[src/rtl/tlb_pkg.sv]
package tlb_pkg;
    localparam int unsigned REC_W_DEF     = 64;
    localparam int unsigned DEPTH_DEF     = 16;
    localparam int unsigned PER_LINE_DEF  = 4;
    localparam int unsigned ADDR_W_DEF    = 32;
    localparam int unsigned DROP_W_DEF    = 16;
endpackage

[src/rtl/tlb_fifo.sv]
module tlb_fifo #(
    parameter int unsigned W     = 64,
    parameter int unsigned DEPTH = 16,
    parameter int unsigned PEEK  = 4,
    localparam int unsigned PTR_W = $clog2(DEPTH),
    localparam int unsigned CNT_W = $clog2(DEPTH + 1),
    localparam int unsigned PN_W  = $clog2(PEEK + 1)
) (
    input  logic                clk,
    input  logic                rst_n,
    input  logic                push_i,
    input  logic [W-1:0]        push_data_i,
    input  logic [PN_W-1:0]     pop_n_i,
    output logic [PEEK*W-1:0]   peek_o,
    output logic [CNT_W-1:0]    count_o
);
    typedef struct packed {
        logic [PTR_W-1:0] rd;
        logic [PTR_W-1:0] wr;
        logic [CNT_W-1:0] cnt;
    } fifo_st_t;

    fifo_st_t s_d, s_q;
    logic [W-1:0] mem_q [DEPTH];

    always_comb begin
        s_d     = s_q;
        s_d.rd  = s_q.rd + PTR_W'(pop_n_i);
        s_d.cnt = s_q.cnt + CNT_W'(push_i) - CNT_W'(pop_n_i);
        if (push_i) begin
            s_d.wr = s_q.wr + PTR_W'(1);
        end
    end

    always_ff @(posedge clk or negedge rst_n) begin
        if (!rst_n) begin
            s_q <= '0;
        end else begin
            s_q <= s_d;
        end
    end

    always_ff @(posedge clk) begin
        if (push_i) begin
            mem_q[s_q.wr] <= push_data_i;
        end
    end

    for (genvar i = 0; i < PEEK; i++) begin : g_peek
        assign peek_o[i*W +: W] = mem_q[s_q.rd + PTR_W'(i)];
    end

    assign count_o = s_q.cnt;
endmodule

[src/rtl/tlb_cursor.sv]
module tlb_cursor #(
    parameter int unsigned ADDR_W     = 32,
    parameter int unsigned LINE_BYTES = 32,
    localparam int unsigned SHIFT     = $clog2(LINE_BYTES)
) (
    input  logic              clk,
    input  logic              rst_n,
    input  logic [ADDR_W-1:0] cfg_base_i,
    input  logic [ADDR_W-1:0] cfg_limit_i,
    input  logic              advance_i,
    output logic [ADDR_W-1:0] line_addr_o,
    output logic              region_full_o
);
    typedef struct packed {
        logic [ADDR_W-1:0] lines;
    } cur_st_t;

    cur_st_t s_d, s_q;

    always_comb begin
        s_d = s_q;
        if (advance_i) begin
            s_d.lines = s_q.lines + ADDR_W'(1);
        end
    end

    always_ff @(posedge clk or negedge rst_n) begin
        if (!rst_n) begin
            s_q <= '0;
        end else begin
            s_q <= s_d;
        end
    end

    assign line_addr_o   = cfg_base_i + (s_q.lines << SHIFT);
    assign region_full_o = (line_addr_o >= cfg_limit_i);
endmodule

[src/rtl/tlb_issue.sv]
module tlb_issue #(
    parameter int unsigned W        = 64,
    parameter int unsigned PER_LINE = 4,
    parameter int unsigned ADDR_W   = 32,
    parameter int unsigned CNT_W    = 5,
    parameter logic [W-1:0] PAD     = '1,
    localparam int unsigned LINE_W  = W * PER_LINE,
    localparam int unsigned PN_W    = $clog2(PER_LINE + 1)
) (
    input  logic              clk,
    input  logic              rst_n,
    input  logic [CNT_W-1:0]  count_i,
    input  logic [LINE_W-1:0] peek_i,
    input  logic              port_idle_i,
    input  logic              region_full_i,
    input  logic              flush_i,
    input  logic              wr_ready_i,
    input  logic [ADDR_W-1:0] line_addr_i,
    output logic [PN_W-1:0]   pop_n_o,
    output logic              wr_valid_o,
    output logic [ADDR_W-1:0] wr_addr_o,
    output logic [LINE_W-1:0] wr_data_o,
    output logic              advance_o
);
    typedef struct packed {
        logic              valid;
        logic              flush_pend;
        logic [ADDR_W-1:0] addr;
        logic [LINE_W-1:0] data;
    } iss_st_t;

    iss_st_t s_d, s_q;
    logic            whole;
    logic            launch;
    logic            clear;
    logic            accept;
    logic [PN_W-1:0] take;

    always_comb begin
        whole  = (count_i >= CNT_W'(PER_LINE));
        take   = whole ? PN_W'(PER_LINE) : PN_W'(count_i);
        launch = !s_q.valid && port_idle_i && !region_full_i &&
                 (whole || (s_q.flush_pend && (count_i != '0)));
        clear  = s_q.flush_pend &&
                 ((count_i == '0) || (launch && (count_i <= CNT_W'(PER_LINE))));
        accept = s_q.valid && wr_ready_i;

        s_d = s_q;
        if (accept) begin
            s_d.valid = 1'b0;
        end
        if (launch) begin
            s_d.valid = 1'b1;
            s_d.addr  = line_addr_i;
            for (int i = 0; i < PER_LINE; i++) begin
                s_d.data[i*W +: W] = (PN_W'(i) < take) ? peek_i[i*W +: W] : PAD;
            end
        end
        s_d.flush_pend = flush_i | (s_q.flush_pend & !clear);
    end

    always_ff @(posedge clk or negedge rst_n) begin
        if (!rst_n) begin
            s_q <= '0;
        end else begin
            s_q <= s_d;
        end
    end

    assign pop_n_o    = launch ? take : '0;
    assign wr_valid_o = s_q.valid;
    assign wr_addr_o  = s_q.addr;
    assign wr_data_o  = s_q.data;
    assign advance_o  = accept;
endmodule

[src/rtl/trace_log_buffer.sv]
module trace_log_buffer #(
    parameter int unsigned REC_W      = tlb_pkg::REC_W_DEF,
    parameter int unsigned FIFO_DEPTH = tlb_pkg::DEPTH_DEF,
    parameter int unsigned PER_LINE   = tlb_pkg::PER_LINE_DEF,
    parameter int unsigned ADDR_W     = tlb_pkg::ADDR_W_DEF,
    parameter int unsigned DROP_W     = tlb_pkg::DROP_W_DEF,
    parameter logic [REC_W-1:0] PAD_REC = '1,
    localparam int unsigned LINE_W     = REC_W * PER_LINE,
    localparam int unsigned LINE_BYTES = LINE_W / 8,
    localparam int unsigned CNT_W      = $clog2(FIFO_DEPTH + 1),
    localparam int unsigned PN_W       = $clog2(PER_LINE + 1)
) (
    input  logic              clk,
    input  logic              rst_n,
    input  logic              rec_valid,
    input  logic [REC_W-1:0]  rec_data,
    output logic              rec_stall,
    input  logic              flush,
    input  logic [ADDR_W-1:0] cfg_base,
    input  logic [ADDR_W-1:0] cfg_limit,
    input  logic              port_idle,
    output logic              wr_valid,
    input  logic              wr_ready,
    output logic [ADDR_W-1:0] wr_addr,
    output logic [LINE_W-1:0] wr_data,
    output logic              region_full,
    output logic [DROP_W-1:0] drop_count
);
    typedef struct packed {
        logic [DROP_W-1:0] drops;
    } top_st_t;

    top_st_t s_d, s_q;

    logic [CNT_W-1:0]  held;
    logic [LINE_W-1:0] peek;
    logic [PN_W-1:0]   pop_n;
    logic              push;
    logic              advance;
    logic [ADDR_W-1:0] line_addr;

    assign rec_stall = (held == CNT_W'(FIFO_DEPTH));
    assign push      = rec_valid && !rec_stall;

    always_comb begin
        s_d = s_q;
        if (rec_valid && rec_stall && (s_q.drops != '1)) begin
            s_d.drops = s_q.drops + DROP_W'(1);
        end
    end

    always_ff @(posedge clk or negedge rst_n) begin
        if (!rst_n) begin
            s_q <= '0;
        end else begin
            s_q <= s_d;
        end
    end

    assign drop_count = s_q.drops;

    tlb_fifo #(
        .W     (REC_W),
        .DEPTH (FIFO_DEPTH),
        .PEEK  (PER_LINE)
    ) u_fifo (
        .clk         (clk),
        .rst_n       (rst_n),
        .push_i      (push),
        .push_data_i (rec_data),
        .pop_n_i     (pop_n),
        .peek_o      (peek),
        .count_o     (held)
    );

    tlb_cursor #(
        .ADDR_W     (ADDR_W),
        .LINE_BYTES (LINE_BYTES)
    ) u_cursor (
        .clk           (clk),
        .rst_n         (rst_n),
        .cfg_base_i    (cfg_base),
        .cfg_limit_i   (cfg_limit),
        .advance_i     (advance),
        .line_addr_o   (line_addr),
        .region_full_o (region_full)
    );

    tlb_issue #(
        .W        (REC_W),
        .PER_LINE (PER_LINE),
        .ADDR_W   (ADDR_W),
        .CNT_W    (CNT_W),
        .PAD      (PAD_REC)
    ) u_issue (
        .clk           (clk),
        .rst_n         (rst_n),
        .count_i       (held),
        .peek_i        (peek),
        .port_idle_i   (port_idle),
        .region_full_i (region_full),
        .flush_i       (flush),
        .wr_ready_i    (wr_ready),
        .line_addr_i   (line_addr),
        .pop_n_o       (pop_n),
        .wr_valid_o    (wr_valid),
        .wr_addr_o     (wr_addr),
        .wr_data_o     (wr_data),
        .advance_o     (advance)
    );
endmodule

[config.mk]
export PLATFORM = sky130hd
export DESIGN_NAME = trace_log_buffer
export DESIGN_NICKNAME = d
export VERILOG_FILES = /design/src/rtl/tlb_pkg.sv /design/src/rtl/tlb_fifo.sv /design/src/rtl/tlb_cursor.sv /design/src/rtl/tlb_issue.sv /design/src/rtl/trace_log_buffer.sv
export SDC_FILE = /design/constraint.sdc
export NUM_CORES = 2
export LEC_CHECK = 0
export ABC_CLOCK_PERIOD_IN_PS = 8300
export BUFFER_PORTS_ARGS = -buffer_cell sky130_fd_sc_hd__buf_2
export CAP_MARGIN = 20
export CORE_MARGIN = 1.5
export CORE_UTILIZATION = 62
export CTS_CLUSTER_DIAMETER = 100
export DETAILED_ROUTE_END_ITERATION = 8
export GPL_TIMING_DRIVEN = 1
export PLACE_DENSITY_LB_ADDON = 0.25
export SYNTH_ARGS = -nofsm -noshare
export SYNTH_HDL_FRONTEND = slang
export SYNTH_SLANG_ARGS = --single-unit
[constraint.sdc]
create_clock -name clk -period 8.3 [get_ports clk]
set_input_delay 2.49 -clock clk [delete_from_list [all_inputs] [get_ports clk]]
set_output_delay 2.49 -clock clk [all_outputs]
set_load 0.01 [all_outputs]
==> flow_metrics.tcl <==
set metrics [dict create \
    row_count 131 \
    ios 441 \
    holdBufCountCts 0 \
    ir_worst_vdd_mv 0.556 \
    gp_congestion 0.902 \
    synth_common_cells "1280 x mux4_2, 1024 x edfxtp_1, 425 x nor2_1" \
    status "finished, final reports clean" \
    ant_nets 0 \
    synth_top_area_share_pct 38.8 \
    nets 4758 \
    synth.most_common_cell "mux4_2" \
    p_per_area_nw_per_um2 424 \
    final_design_area_no_fill_um2 86000 \
    maxSlewHeadroom_pct 17.5 \
    p_leak_nw 29.1 \
    die_x_um 361 \
    antenna_found_initial 25 \
    hold_depth 1 \
    place_area_um2 80900 \
    grt_util_met1_pct 46.4 \
    fin_crit_sh_pct 98.4 \
    post-route-drc-count 0 \
    synth_async_sr_flop_share_pct 25.3 \
    firstDrtPassIters 5 \
    dieArea_um2 130000 \
    drt_iter0_markers 6788 \
    grt_pass1_vias 47900 \
    avgSynthCellArea_um2 17.6 \
    cp_max_fo 3 \
    fin_util_pct 67.6 \
    ys.flop_type "edfxtp_1" \
    fin_crit_ps 8170 \
    multi_input_area_um2 36100 \
    fmax_ghz 0.122 \
    cts_root_buf "clkbuf_16" \
    clk_latency_ps 780 \
    grt_util_met2_pct 52.1 \
    cts_inserted_buffers 145 \
    syn_nets 4721 \
    ys_seq_area_share_pct 49.7 \
    cp.required_ps 5810 \
    hold_path.class "flip-flop to flip-flop" \
    grt_max_degree 183 \
    fillCellCount 8152 \
    synth.distinct_cells 56 \
    grt-ovfl-total 0 \
    wirelength_um 217000 \
    cts_tree "done" \
    power.total_w 0.0364 \
    drive_gt1_share_pct 46.1 \
    dp_cells 6048 \
    hold_violations 0 \
    r2r_cells 26 \
    grt_busiest_layer "met2" \
    cts_sinks 1370 \
    timing.hold.ws_ps 475 \
    numPortBuffers 440 \
    synth_seq_cells 1370 \
    die_h_um 361 \
    worstSetupEndpointType "output pin" \
    synth_area_leaders "edfxtp_1 39%, mux4_2 36%, dfrtp_1 11%, buf_4 3.0%, nor2_1 2.0%" \
    drv_slew 0 \
    grt_usage_pct 33.6 \
    start_kind "primary input" \
    vias 48300 \
    finalNonFillerCells 6337 \
    cap_violations 0 \
    viasPerCell 7.62 \
    wl_per_cell_um 34.2 \
    netlist_area_um2 79300 \
    syn2layout_area_growth_pct 8.38 \
    htreeDepth 4 \
    seqCellArea_um2 39400 \
    dp_hpwl_um 123000 \
    netlist_instances 4505 \
    grt_util_met3_pct 8.59 \
    finClkSkew_ps 21.5 \
    synth_edf_count 1024 \
    fp.coreArea_um2 127000 \
    yosysTopAreaCell "edfxtp_1" \
    start_util_pct 62.4 \
    critPathKind "primary input to output pin" \
    worst_pin_slew_ps 1240 \
    path_clk_slew_ps 60 \
    clockBufferDepth 3 \
    cp.arrival_ps 5680 \
    grt_pass1_wl_um 319000 \
    ys_warn_count 0 \
    setup-violations-final 0 \
]
worst max-delay path, stage by stage:
cell,delay (ps)
buf_6,100
ha_4,150
fa_2,400
a21oi_2,170
o311a_1,290
o21bai_4,140
nand3_4,120
nand3_2,100
xnor2_2,160
ha_1,310
a21o_1,170
a21o_1,180
a21oi_2,150
nand2_1,70
o311a_1,390
nand2b_4,160
buf_6,120
kinds of logic (layout without fill, tap and decap cells):
logic type | count (synthesis) | after routing | synth area share (%)
and+or+nand+nor | 584 | 584 | 3.02
buffers and inverters | 711 | 870 | 5.24
DFF | 1370 | 1370 | 49.7
other | 0 | 11 | 0
AOI/OAI and AO/OA | 304 | 304 | 2.12
adders and majority gates | 82 | 82 | 1.32
xor gates and xnor gates | 77 | 77 | 0.888
muxes | 1377 | 1377 | 37.7
layout by cell type, fill, tap and decap left out, types with 47 or more instances in the layout:
| master | instances |
|---|---|
| nand2_1 | 58 |
| xnor2_1 | 47 |
| edfxtp_1 | 1024 |
| dfrtp_1 | 342 |
| inv_1 | 61 |
| mux2_2 | 65 |
| clkbuf_16 | 158 |
| ha_1 | 76 |
| mux4_2 | 1280 |
| buf_2 | 437 |
| buf_4 | 74 |
| nor2_1 | 411 |
| a21oi_1 | 231 |
final timing paths:
path                                                   start                           endpoint  slack [ps]
max                                              cfg_base[5]                        region_full         130
min                        u_issue.wr_addr_o[16]$_DFFE_PN0N_  u_issue.wr_addr_o[16]$_DFFE_PN0N_         470
max reg2reg                      u_cursor.s_q[0]$_DFFE_PN0P_        u_fifo.count_o[4]$_DFF_PN0_        2340
min reg2reg                u_issue.wr_addr_o[16]$_DFFE_PN0N_  u_issue.wr_addr_o[16]$_DFFE_PN0N_         470
max in group asynchronous                              rst_n           u_fifo.s_q[10]$_DFF_PN0_        5160
min in group asynchronous                              rst_n  u_issue.wr_addr_o[16]$_DFFE_PN0N_        1730
timing repair:
item / in CTS / in global routing
resized for setup: 4 / 29
pin swaps: 3 / 14
setup buffers: 0 / 7
endpoints found under the setup margin: 1 / 1
hold endpoints to repair: 0 / 0
sequential cells by signal, indices dropped and copies added (netlist names):
register and flops:
u_issue.wr_addr_o 32, u_issue.s_q 1, u_issue.wr_valid_o 1, u_cursor.s_q 27, u_fifo.mem_q 1024, drop_count 16, u_issue.wr_data_o 256, u_fifo.count_o 5
u_fifo.s_q 8
power by group:
group | leakage (nW) | total [W] | switching, W | internal [W]
logic | 13.6 | 0.0201 | 0.0101 | 0.0100
clock network | 2.33 | 0.00656 | 0.00271 | 0.00385
registers | 13.2 | 0.00974 | 0.00106 | 0.00868
per-stage QoR:
step / setup slack, ps / TNS, ps
floorplan: 331 / 0
finish: 129 / 0
detailed placement: -147 / -147
global route: -15.9 / -15.9
global placement: 5.57 / 0
CTS: 2.95 / 0
layout make-up:
type | instances | area share [%]
clock buffers | 210 | 4.95
diodes | 11 | 0.0320
inverters | 62 | 0.279
well taps | 1662 | 2.42
clock inverters | 59 | 0.622
flip-flops and latches | 1370 | 45.9
multi-input cells | 2424 | 42.0
repair buffers | 539 | 3.82
routing by layer:
layer | part of all wire, % | routed length (µm)
met1 | 34 | 74500
met2 | 48 | 105000
met4 | 4.3 | 9260
met3 | 13 | 28100
met5 | 0.072 | 155
No activity file was read; power rests on OpenSTA's default activity.
